--- src/rtl/burst_thermal_limiter.sv ---
module burst_thermal_limiter #(
  parameter int TW        = 8,
  parameter int RES       = 6,
  parameter int LEN       = 4,
  parameter int MAX_RISE  = 40,
  parameter int LOW_RISE  = 10,
  parameter int HEAT      = 8,
  parameter logic [LEN*TW-1:0] COOL_TBL = {8'd4, 8'd3, 8'd2, 8'd1}
) (
  input  logic clk,
  input  logic rst_n,
  input  logic en,
  input  logic pulse_in,
  output logic pulse_out
);

  localparam int SW = $clog2(RES);
  localparam int IW = $clog2(LEN) + 1;
  localparam logic [TW-1:0] MAXV  = TW'(MAX_RISE);
  localparam logic [TW-1:0] LOWV  = TW'(LOW_RISE);
  localparam logic [TW-1:0] HEATV = TW'(HEAT);
  localparam logic [TW-1:0] SATV  = TW'(MAX_RISE - HEAT);
  localparam logic [SW-1:0] SLIM  = SW'(RES - 2);
  localparam logic [IW-1:0] ILAST = IW'(LEN - 1);

  typedef enum logic [1:0] {ST_IDLE, ST_PASS, ST_BLOCKED} st_t;

  logic          s1, s2, s3, rise, fall, gate, blk, period_done;
  logic [SW-1:0] single_cnt;
  logic [IW-1:0] idx;
  logic [TW-1:0] temp, step;
  st_t           state;

  assign rise        = s2 & ~s3;
  assign fall        = ~s2 & s3;
  assign blk         = (state == ST_BLOCKED);
  assign pulse_out   = gate & s2;
  assign period_done = ~s2 & (single_cnt >= SLIM);
  assign step        = COOL_TBL[int'(idx)*TW +: TW];

  always_ff @(posedge clk) begin
    if (!rst_n) begin
      s1 <= 1'b0;
      s2 <= 1'b0;
      s3 <= 1'b0;
    end else begin
      s1 <= pulse_in;
      s2 <= s1;
      s3 <= s2;
    end
  end

  always_ff @(posedge clk) begin
    if (!rst_n)    gate <= 1'b0;
    else if (fall) gate <= blk ? 1'b0 : en;
  end

  always_ff @(posedge clk) begin
    if (!rst_n) begin
      single_cnt <= '0;
      idx        <= '0;
    end else if (rise && en && !blk) begin
      single_cnt <= '0;
      idx        <= '0;
    end else if (!s2) begin
      if (single_cnt < SLIM) begin
        single_cnt <= single_cnt + 1'b1;
      end else begin
        single_cnt <= '0;
        idx        <= (idx < ILAST) ? idx + 1'b1 : '0;
      end
    end
  end

  always_ff @(posedge clk) begin
    if (!rst_n)
      temp <= '0;
    else if (period_done)
      temp <= (temp >= step) ? temp - step : '0;
    else if (rise && gate)
      temp <= (temp > SATV) ? MAXV : temp + HEATV;
  end

  always_ff @(posedge clk) begin
    if (!rst_n) state <= ST_IDLE;
    else begin
      case (state)
        ST_IDLE:    if (en) state <= ST_PASS;
        ST_PASS:    if (temp >= MAXV) state <= ST_BLOCKED;
                    else if (!en) state <= ST_IDLE;
        ST_BLOCKED: if (temp < LOWV) state <= en ? ST_PASS : ST_IDLE;
        default:    state <= ST_IDLE;
      endcase
    end
  end

  a_r3_gate_only_on_fall: assert property (@(posedge clk) disable iff (!rst_n)
    !fall |=> $stable(gate));
  a_r6_blocked_closes: assert property (@(posedge clk) disable iff (!rst_n)
    (fall && blk) |=> !gate);
  a_r10_rise_clears: assert property (@(posedge clk) disable iff (!rst_n)
    (rise && en && !blk) |=> (single_cnt == '0 && idx == '0));
  a_r7_idx_wraps: assert property (@(posedge clk) disable iff (!rst_n)
    (period_done && idx == ILAST && !(rise && en && !blk)) |=> idx == '0);
  a_r11_idx_range: assert property (@(posedge clk) disable iff (!rst_n)
    idx < IW'(LEN));
  a_r11_temp_ceiling: assert property (@(posedge clk) disable iff (!rst_n)
    temp <= MAXV);
  a_r8_cool_floor: assert property (@(posedge clk) disable iff (!rst_n)
    (period_done && temp < step) |=> temp == '0);
  a_r6_enter_blocked: assert property (@(posedge clk) disable iff (!rst_n)
    (state == ST_PASS && temp >= MAXV) |=> blk);

endmodule

--- config.mk ---
export PLATFORM = sky130hd
export DESIGN_NAME = burst_thermal_limiter
export DESIGN_NICKNAME = d
export VERILOG_FILES = /design/src/rtl/burst_thermal_limiter.sv
export SDC_FILE = /design/constraint.sdc
export NUM_CORES = 1
export LEC_CHECK = 0
export BUFFER_PORTS_ARGS = -buffer_cell sky130_fd_sc_hd__buf_2
export CORE_MARGIN = 3
export CORE_UTILIZATION = 60
export CTS_CLUSTER_DIAMETER = 200
export CTS_CLUSTER_SIZE = 16
export DETAILED_ROUTE_END_ITERATION = 10
export GPL_TIMING_DRIVEN = 0
export PLACE_DENSITY_LB_ADDON = 0.12
export REMOVE_ABC_BUFFERS = 1
export SLEW_MARGIN = 25
export SYNTH_ARGS = -nofsm -noshare
export SYNTH_HDL_FRONTEND = slang
export SYNTH_SLANG_ARGS = --single-unit
--- constraint.sdc ---
create_clock -name clk -period 6.04 [get_ports clk]
set_clock_uncertainty 0.1 [all_clocks]
set_input_delay 1.208 -clock clk [delete_from_list [all_inputs] [get_ports clk]]
set_output_delay 1.208 -clock clk [all_outputs]
set_load 0.005 [all_outputs]
==> results of run 1 <==
## layout make-up
class | instances | share of cell area [%]
multi-input combinational | 110 | 58.6
sequential | 20 | 30.4
inverter | 11 | 3.13
tap | 25 | 2.37
clock inverter | 1 | 2.28
clock buffer | 3 | 1.71
timing repair buffer | 4 | 1.52
## where the power goes
group | internal (mW) | switching (mW) | total [mW] | leakage (nW)
clock | 0.0671 | 0.0431 | 0.110 | 0.0279
combinational | 0.00868 | 0.0120 | 0.0207 | 0.334
sequential | 0.135 | 0.00335 | 0.139 | 0.162
## metal layers
layer / GRT usage [%] / part of all wire [%] / up-vias
met5: 0 / 0 / -
met3: 1.72 / 3.3 / 4
met2: 34.3 / 45 / 18
met1: 31.0 / 50 / 495
li1: - / - / 537
met4: 7.42 / 1.1 / 0
## cells in the mapped netlist (all sizes together) (2+ instances only)
cell	n	area share (%)
nand4	2	1.0
nand3	6	2.4
o21ai	7	2.8
nor3	6	3.7
a32o	3	2.4
dfxtp	20	32
and2	4	2.0
ha	12	12
a21oi	10	4.3
nand2b	2	1.0
nor2b	4	2.0
buf	4	2.0
o21a	2	1.2
nand2	12	3.6
a21o	2	1.3
inv	11	3.3
nor2	13	3.9
a22oi	2	1.2
## sequential cells by signal, summed over array words and instances (netlist names)
name,cells
single_cnt,3
s3,1
s1,1
gate,1
s2,1
state,2
temp,8
idx,3
## metrics by stage
stage	worst slack [ns]	utilization (%)	cells	power, mW
3_3_place_gp	3.54	68.8	170	0.160
2_1_floorplan	3.75	-	141	0.155
4_1_cts	3.44	71.6	174	0.272
3_5_place_dp	3.46	68.8	170	0.162
6_report	3.44	71.6	174	0.270
5_1_grt	3.23	71.6	174	0.277
## critical path, delay by kind of cell (launching register included)
family,cells,cell delay [ns]
buf+inv,2,0.15
simple gates,4,0.52
compound gates,3,0.61
flops,1,0.37
fa+ha+maj,3,0.71
## worst paths after layout
check | start | to | slack, ns | cells after the start
worst max-delay path | idx[0]$_SDFFE_PP0P_ | temp[5]$_SDFFE_PN0P_ | 3.44 | 12
worst min-delay path | s1$_SDFF_PN0_ | s2$_SDFF_PN0_ | 0.37 | 1
worst max register to register | idx[0]$_SDFFE_PP0P_ | temp[5]$_SDFFE_PN0P_ | 3.44 | 12
worst min register to register | s1$_SDFF_PN0_ | s2$_SDFF_PN0_ | 0.37 | 1
## kinds of logic after synthesis
kind of cell,count (synthesis),share of synthesized area (%)
AND/OR/NAND/NOR,56,25.0
AO/OA/AOI/OAI,39,22.1
flip-flops,20,32.2
buffers and inverters,16,5.64
adder cells (fa/ha/maj),13,13.7
XOR/XNOR,2,1.41
==> impl_metrics.py, run 1 <==
metrics = {
    "place": {
        "place_area_sq_um": 1260,
        "gp_congestion": 0.830,
        "portBuffers": 4,
        "dp_hpwl_um": 1820,
    },
    "floorplan": {
        "core-area_sq_um": 1840,
        "pin_count": 5,
        "die_h_um": 51.5,
        "rows": 15,
        "initial_core_util_pct": 67.6,
        "die_w_um": 51.5,
        "die-area_sq_um": 2650,
    },
    "clock_tree": {
        "clockBufferDepth": 2,
        "htreeDepth": 1,
        "clkTransAtPathRegs_ns": 0.12,
        "hold_buffers": 0,
        "cts_tree": "yes",
        "ctsResizeCount": 0,
        "root_buffer": "clkbuf_4",
        "postCtsSetupBuffers": 0,
        "cts.sinks": 20,
        "cts_buffers": 3,
        "clk_latency_ns": 0.31,
    },
    "critical_path": {
        "path_max_fanout": 5,
        "crit_type": "register to register",
        "worstPathRequired_ns": 6.10,
        "max_stage_delay_ns": 0.39,
        "start_kind": "register",
        "crit_path_end_kind": "register",
        "critPathArrivalTime_ns": 2.66,
        "crit_slowest_cell": "fa_1",
        "crit_chain": "inv_1 -> ha_1 -> nor2_1 -> nor2_1 -> ha_1 -> inv_1 -> fa_1 -> a211o_1 -> nor3_2 -> nand3_1 -> a21oi_1 -> a211oi_1",
    },
    "power": {
        "leakage_nw": 0.525,
        "powerDensity_nw_per_um2": 205,
        "irDropWorstVdd_v": 0.000186,
    },
    "synthesis": {
        "yosysSeqAreaShare_pct": 32.2,
        "synth_area_sq_um": 1240,
        "dominantRegCellSynth": "dfxtp_1",
        "yosysWarnings": 0,
        "synth_cell_types": 47,
        "synth_area_per_cell_sq_um": 8.51,
        "synthArstFlopShare_pct": 0,
        "synth_cells": 146,
        "synth_edf_count": 0,
        "synth-seq-cells": 20,
    },
    "layout": {
        "ff_latch_area_sq_um": 400,
        "multi_input_area_sq_um": 772,
        "final_area_sq_um": 1320,
        "n_fill_cell": 164,
        "mostFrequentLayoutCells": "dfxtp_1, nor2_1, nand2_1, ha_1, inv_1",
        "synthToLayoutAreaGrowth_pct": 6.04,
        "fin_nets": 167,
        "layout_commonest_cell": "dfxtp_1",
        "layout-drive-gt1-share_pct": 9.40,
        "antenna_cells": 0,
    },
    "global_route": {
        "grt_use_total_pct": 21.7,
        "grt_pass1_wl_um": 4490,
        "grt_pass1_vias": 994,
        "antenna_found_initial": 0,
        "grt_max_degree": 17,
        "gr-total-overflow": 0,
    },
    "detailed_routing": {
        "avgViaCountPerCell": 6.06,
        "first_pass_iters": 4,
        "vias": 1054,
        "drc": 0,
        "first_iter_violations": 25,
        "ant_nets": 0,
        "wl_per_cell_um": 14.7,
        "drt-total-wl_um": 2550,
    },
    "sta": {
        "finalSetupTns_ns": 0,
        "post-route-min-period_ns": 2.60,
        "whs_ns": 0.367,
        "max_slew_margin_pct": 48.0,
        "fin_crit_sh_pct": 43.1,
        "hold_viol": 0,
        "rsz0062_at_grt": "false",
        "slew_viol_final": 0,
        "finalSetupViolations": 0,
        "worst_pin_slew_ns": 0.778,
        "clock.fmax_mhz": 384,
    },
    "outcome": {
        "status": "finished clean",
    },
    "run": {
        "maxCapViolCount": 0,
    },
    "worst_hold_path": {
        "hp-class": "register to register",
    },
}
Power figures use the tool's default switching activity.
==> inputs of run 2 (changes only) <==
Settings changed: CORE_UTILIZATION 60 to 54.
Clock period 6.04 ns to 2.3 ns, I/O delays scaled along.
==> impl_metrics.py, run 2 (synthesized netlist as in run 1, its figures left out) <==
metrics = {
    "outcome": {
        "status": "finished with violations",
        "violations": "setup timing",
    },
    "detailed_routing": {
        "vias": 1105,
        "first_iter_violations": 40,
        "drt-total-wl_um": 2950,
        "avgViaCountPerCell": 5.97,
        "wl_per_cell_um": 16.0,
        "first_pass_iters": 4,
        "drc": 0,
        "ant_nets": 0,
    },
    "critical_path": {
        "crit_path_end_kind": "register",
        "worstPathRequired_ns": 2.41,
        "start_kind": "register",
        "path_max_fanout": 5,
        "crit_type": "register to register",
        "critPathArrivalTime_ns": 2.55,
    },
    "power": {
        "powerDensity_nw_per_um2": 433,
        "leakage_nw": 0.569,
        "irDropWorstVdd_v": 0.000384,
    },
    "layout": {
        "fin_nets": 176,
        "mostFrequentLayoutCells": "dfxtp_1, nand2_1, nor2_1",
        "layout_commonest_cell": "dfxtp_1",
        "synthToLayoutAreaGrowth_pct": 19.7,
        "final_area_sq_um": 1490,
        "layout-drive-gt1-share_pct": 24.1,
        "top_register": "temp",
        "reg_top3": "temp: 8 flops, idx: 3 flops, single_cnt: 3 flops",
        "antenna_cells": 0,
        "largest_reg_flops": 8,
    },
    "place": {
        "dp_hpwl_um": 1810,
        "dp_slack_ns": -0.230,
        "gp_congestion": 0.790,
        "place_area_sq_um": 1270,
        "portBuffers": 4,
    },
    "global_route": {
        "grt_max_degree": 17,
        "grt_pass1_vias": 1045,
        "grt_pass1_wl_um": 4390,
        "gr-total-overflow": 0,
        "grt_use_total_pct": 20.5,
        "antenna_found_initial": 0,
    },
    "sta": {
        "fin_ws_ns": -0.140,
        "fin_crit_sh_pct": 106,
        "finalSetupViolations": 8,
        "post-route-min-period_ns": 2.44,
        "worst_pin_slew_ns": 0.820,
        "rsz0062_at_grt": "true",
        "clock.fmax_mhz": 410,
        "hold_viol": 0,
        "slew_viol_final": 0,
        "max_slew_margin_pct": 45.2,
    },
    "floorplan": {
        "die_h_um": 54.0,
        "pin_count": 5,
        "core-area_sq_um": 2060,
        "die_w_um": 54.0,
        "rows": 16,
        "initial_core_util_pct": 60.3,
        "die-area_sq_um": 2910,
    },
    "clock_tree": {
        "cts_buffers": 3,
        "htreeDepth": 1,
        "clk_latency_ns": 0.31,
        "root_buffer": "clkbuf_4",
        "cts.sinks": 20,
        "clkTransAtPathRegs_ns": 0.12,
        "clockBufferDepth": 2,
        "cts_tree": "yes",
    },
    "worst_hold_path": {
        "hp-class": "primary input to register",
    },
    "run": {
        "maxCapViolCount": 0,
    },
}
run 2: changes by cell type in the layout (fill, tap and decap cells not counted), sizes merged:
cell	change
clkbuf	+1
bufinv	-1
buf	+9
run 2: per-layer routing:
metal / global-route usage, % / up-vias / routed length [um]
li1: - / 550 / -
met1: 27.6 / 509 / 1250
met2: 31.7 / 40 / 1480
met3: 3.60 / 6 / 188
met4: 9.36 / 0 / 36
met5: 0 / - / 0
run 2: per-stage QoR:
| stage | utilization, % | cells | TNS [ns] | hold slack [ns] | power [mW] |
|---|---|---|---|---|---|
| floorplan | - | 141 | 0 | 0.312 | 0.407 |
| global placement | 61.5 | 172 | -1.07 | 0.322 | 0.420 |
| detailed placement | 61.5 | 172 | -1.56 | 0.323 | 0.424 |
| CTS | 65.4 | 178 | -0.449 | 0.243 | 0.637 |
| global route | 72.1 | 185 | -1.86 | 0.255 | 0.672 |
| finish | 72.1 | 185 | -0.922 | 0.247 | 0.645 |
run 2: path summary, 6_finish.rpt:
path / depth (start not counted) / from / slack (ns) / endpoint
max reg2reg: 12 / idx[0]$_SDFFE_PP0P_ / -0.14 / temp[0]$_SDFFE_PN0P_
max: 12 / idx[0]$_SDFFE_PP0P_ / -0.14 / temp[0]$_SDFFE_PN0P_
min: 2 / pulse_in / 0.25 / s1$_SDFF_PN0_
min reg2reg: 1 / s1$_SDFF_PN0_ / 0.35 / s2$_SDFF_PN0_
run 2: timing repair:
item / 4_1_cts / 5_1_grt
hold buffers: 0 / 0
pin swaps: 2 / 6
hold endpoints to repair: 0 / 0
gates resized for setup: 8 / 17
setup buffers: 2 / 7
endpoints found under the setup margin: 8 / 8
run 2: layout make-up:
class                   instances  area [sq um]
inverters                      11          43.8
clock buffers                   4          36.3
flip-flops and latches         20           405
repair buffers                 13          91.3
multi-input cells             110           877
fillers                       168           574
well taps                      27          33.8
run 2: where the power goes:
part	switching (mW)	total, mW	internal (mW)
clock	0.115	0.212	0.0966
sequential	0.00858	0.363	0.354
combinational	0.0373	0.0699	0.0326
total	0.161	0.645	0.484
run 2: worst max-delay path, stage by stage, from the launching register on:
cell	delay, ns
dfxtp_2	0.35
inv_4	0.08
ha_4	0.13
nor2_2	0.03
nor2_1	0.09
ha_2	0.20
inv_2	0.04
fa_2	0.34
a211o_4	0.36
nor3_4	0.20
buf_6	0.14
a21oi_4	0.07
a32o_1	0.20
==> inputs of run 3 (changes only) <==
Settings changed: SKIP_LAST_GASP set to 1.
==> impl_metrics.py, run 3 (synthesized netlist as in run 1, its figures left out) <==
metrics = {
    "worst_hold_path": {
        "hp-class": "primary input to register",
    },
    "place": {
        "dp_hpwl_um": 1810,
        "place_area_sq_um": 1270,
        "portBuffers": 4,
        "gp_congestion": 0.790,
        "place_inst": 172,
        "dp_slack_ns": -0.230,
    },
    "layout": {
        "final_util_pct": 72.0,
        "mostFrequentLayoutCells": "dfxtp_1, nand2_1, nor2_1, a21oi_1",
        "largest_reg_flops": 8,
        "synthToLayoutAreaGrowth_pct": 19.4,
        "layout-drive-gt1-share_pct": 23.4,
        "reg_top3": "temp: 8 flops, idx: 3 flops, single_cnt: 3 flops",
        "fin_nets": 176,
        "final_area_sq_um": 1480,
        "top_register": "temp",
        "fin_cells": 185,
        "layout_commonest_cell": "dfxtp_1",
        "n_fill_cell": 168,
        "antenna_cells": 0,
    },
    "outcome": {
        "status": "finished with violations",
        "violations": "setup timing",
    },
    "clock_tree": {
        "cts_buffers": 3,
        "root_buffer": "clkbuf_4",
        "cts.sinks": 20,
        "htreeDepth": 1,
        "clkTransAtPathRegs_ns": 0.12,
        "clockBufferDepth": 2,
        "cts_tree": "yes",
        "clk_latency_ns": 0.31,
        "hold_buffers": 0,
    },
    "floorplan": {
        "die_w_um": 54.0,
        "die_h_um": 54.0,
        "core-area_sq_um": 2060,
        "die-area_sq_um": 2910,
        "pin_count": 5,
        "rows": 16,
        "initial_core_util_pct": 60.3,
    },
    "sta": {
        "finalSetupTns_ns": -0.820,
        "slew_viol_final": 0,
        "worst_pin_slew_ns": 0.741,
        "fin_ws_ns": -0.142,
        "max_slew_margin_pct": 50.5,
        "fin_crit_sh_pct": 106,
        "finalSetupViolations": 8,
        "whs_ns": 0.250,
        "rsz0062_at_grt": "true",
        "clock.fmax_mhz": 409,
        "post-route-min-period_ns": 2.44,
        "hold_viol": 0,
    },
    "power": {
        "powerDensity_nw_per_um2": 431,
        "leakage_nw": 0.569,
        "power.switching_uw": 156,
        "clkPwrFrac_pct": 32.5,
        "switching_share_pct": 24.4,
        "power.internal_uw": 483,
        "p_seq_share_pct": 56.8,
        "combPwrFrac_pct": 10.8,
        "irDropWorstVdd_v": 0.000398,
        "finalPower_uw": 639,
    },
    "global_route": {
        "grt_pass1_vias": 1045,
        "gr-total-overflow": 0,
        "grt_pass1_wl_um": 4390,
        "grt_use_total_pct": 20.5,
        "antenna_found_initial": 0,
        "grt_max_degree": 17,
    },
    "detailed_routing": {
        "wl_per_cell_um": 15.2,
        "ant_nets": 0,
        "first_iter_violations": 24,
        "vias": 1108,
        "drt-total-wl_um": 2820,
        "first_pass_iters": 4,
        "avgViaCountPerCell": 5.99,
        "drc": 0,
    },
    "critical_path": {
        "crit_path_end_kind": "register",
        "path_max_fanout": 4,
        "crit_type": "register to register",
        "critPathArrivalTime_ns": 2.51,
        "start_kind": "register",
        "worstPathRequired_ns": 2.37,
    },
    "run": {
        "maxCapViolCount": 0,
    },
}
-- run 3: cell counts in the layout (fill, tap and decap cells not counted) --
No cell type changed its count.
-- run 3: cell type report --
| class | instances | area (sq um) | area share, % |
|---|---|---|---|
| multi-input combinational | 110 | 873 | 58.9 |
| sequential | 20 | 405 | 27.3 |
| timing repair buffer | 13 | 91.3 | 6.16 |
| inverter | 11 | 43.8 | 2.95 |
| clock buffer | 4 | 36.3 | 2.45 |
| tap | 27 | 33.8 | 2.28 |
-- run 3: routing by layer --
metal  vias up  GRT usage, %  part of all wire (%)
li1        550             -                     -
met1       522          27.6                    45
met2        32          31.7                    50
met3         4          3.60                   4.3
met4         0          9.36                  0.92
met5         -             0                     0
-- run 3: what timing repair did --
action / 4_1_cts / 5_1_grt
gates resized for setup: 8 / 16
cloned: 0 / 0
buffers inserted: 2 / 7
setup endpoints to repair: 8 / 8
pin swaps: 2 / 6
-- run 3: worst max-delay path, cell delays in order, from the launching register on --
cell and delay, ns:
dfxtp_2 0.35, inv_4 0.08, ha_4 0.13, nor2_2 0.03, nor2_1 0.09, ha_2 0.20
inv_2 0.04, fa_2 0.34, a211o_4 0.36, nor3_4 0.19, nand3_1 0.14, a21oi_1 0.20
a211oi_1 0.06
-- run 3: path summary, 6_finish.rpt --
check | startpoint | to | slack (ns) | cells past startpoint
setup / recovery | idx[0]$_SDFFE_PP0P_ | temp[5]$_SDFFE_PN0P_ | -0.14 | 12
hold / removal | pulse_in | s1$_SDFF_PN0_ | 0.25 | 2
setup reg to reg | idx[0]$_SDFFE_PP0P_ | temp[5]$_SDFFE_PN0P_ | -0.14 | 12
hold reg to reg | s1$_SDFF_PN0_ | s2$_SDFF_PN0_ | 0.35 | 1
-- run 3: power by group through the flow --
stage | Clock (mW) | Combinational, mW | Sequential [mW]
6_report | 0.208 | 0.0689 | 0.363
5_1_grt | 0.234 | 0.0769 | 0.365
4_1_cts | 0.217 | 0.0565 | 0.364
3_5_place_dp | 0 | 0.0523 | 0.372
3_3_place_gp | 0 | 0.0496 | 0.371
2_1_floorplan | 0 | 0.0378 | 0.370
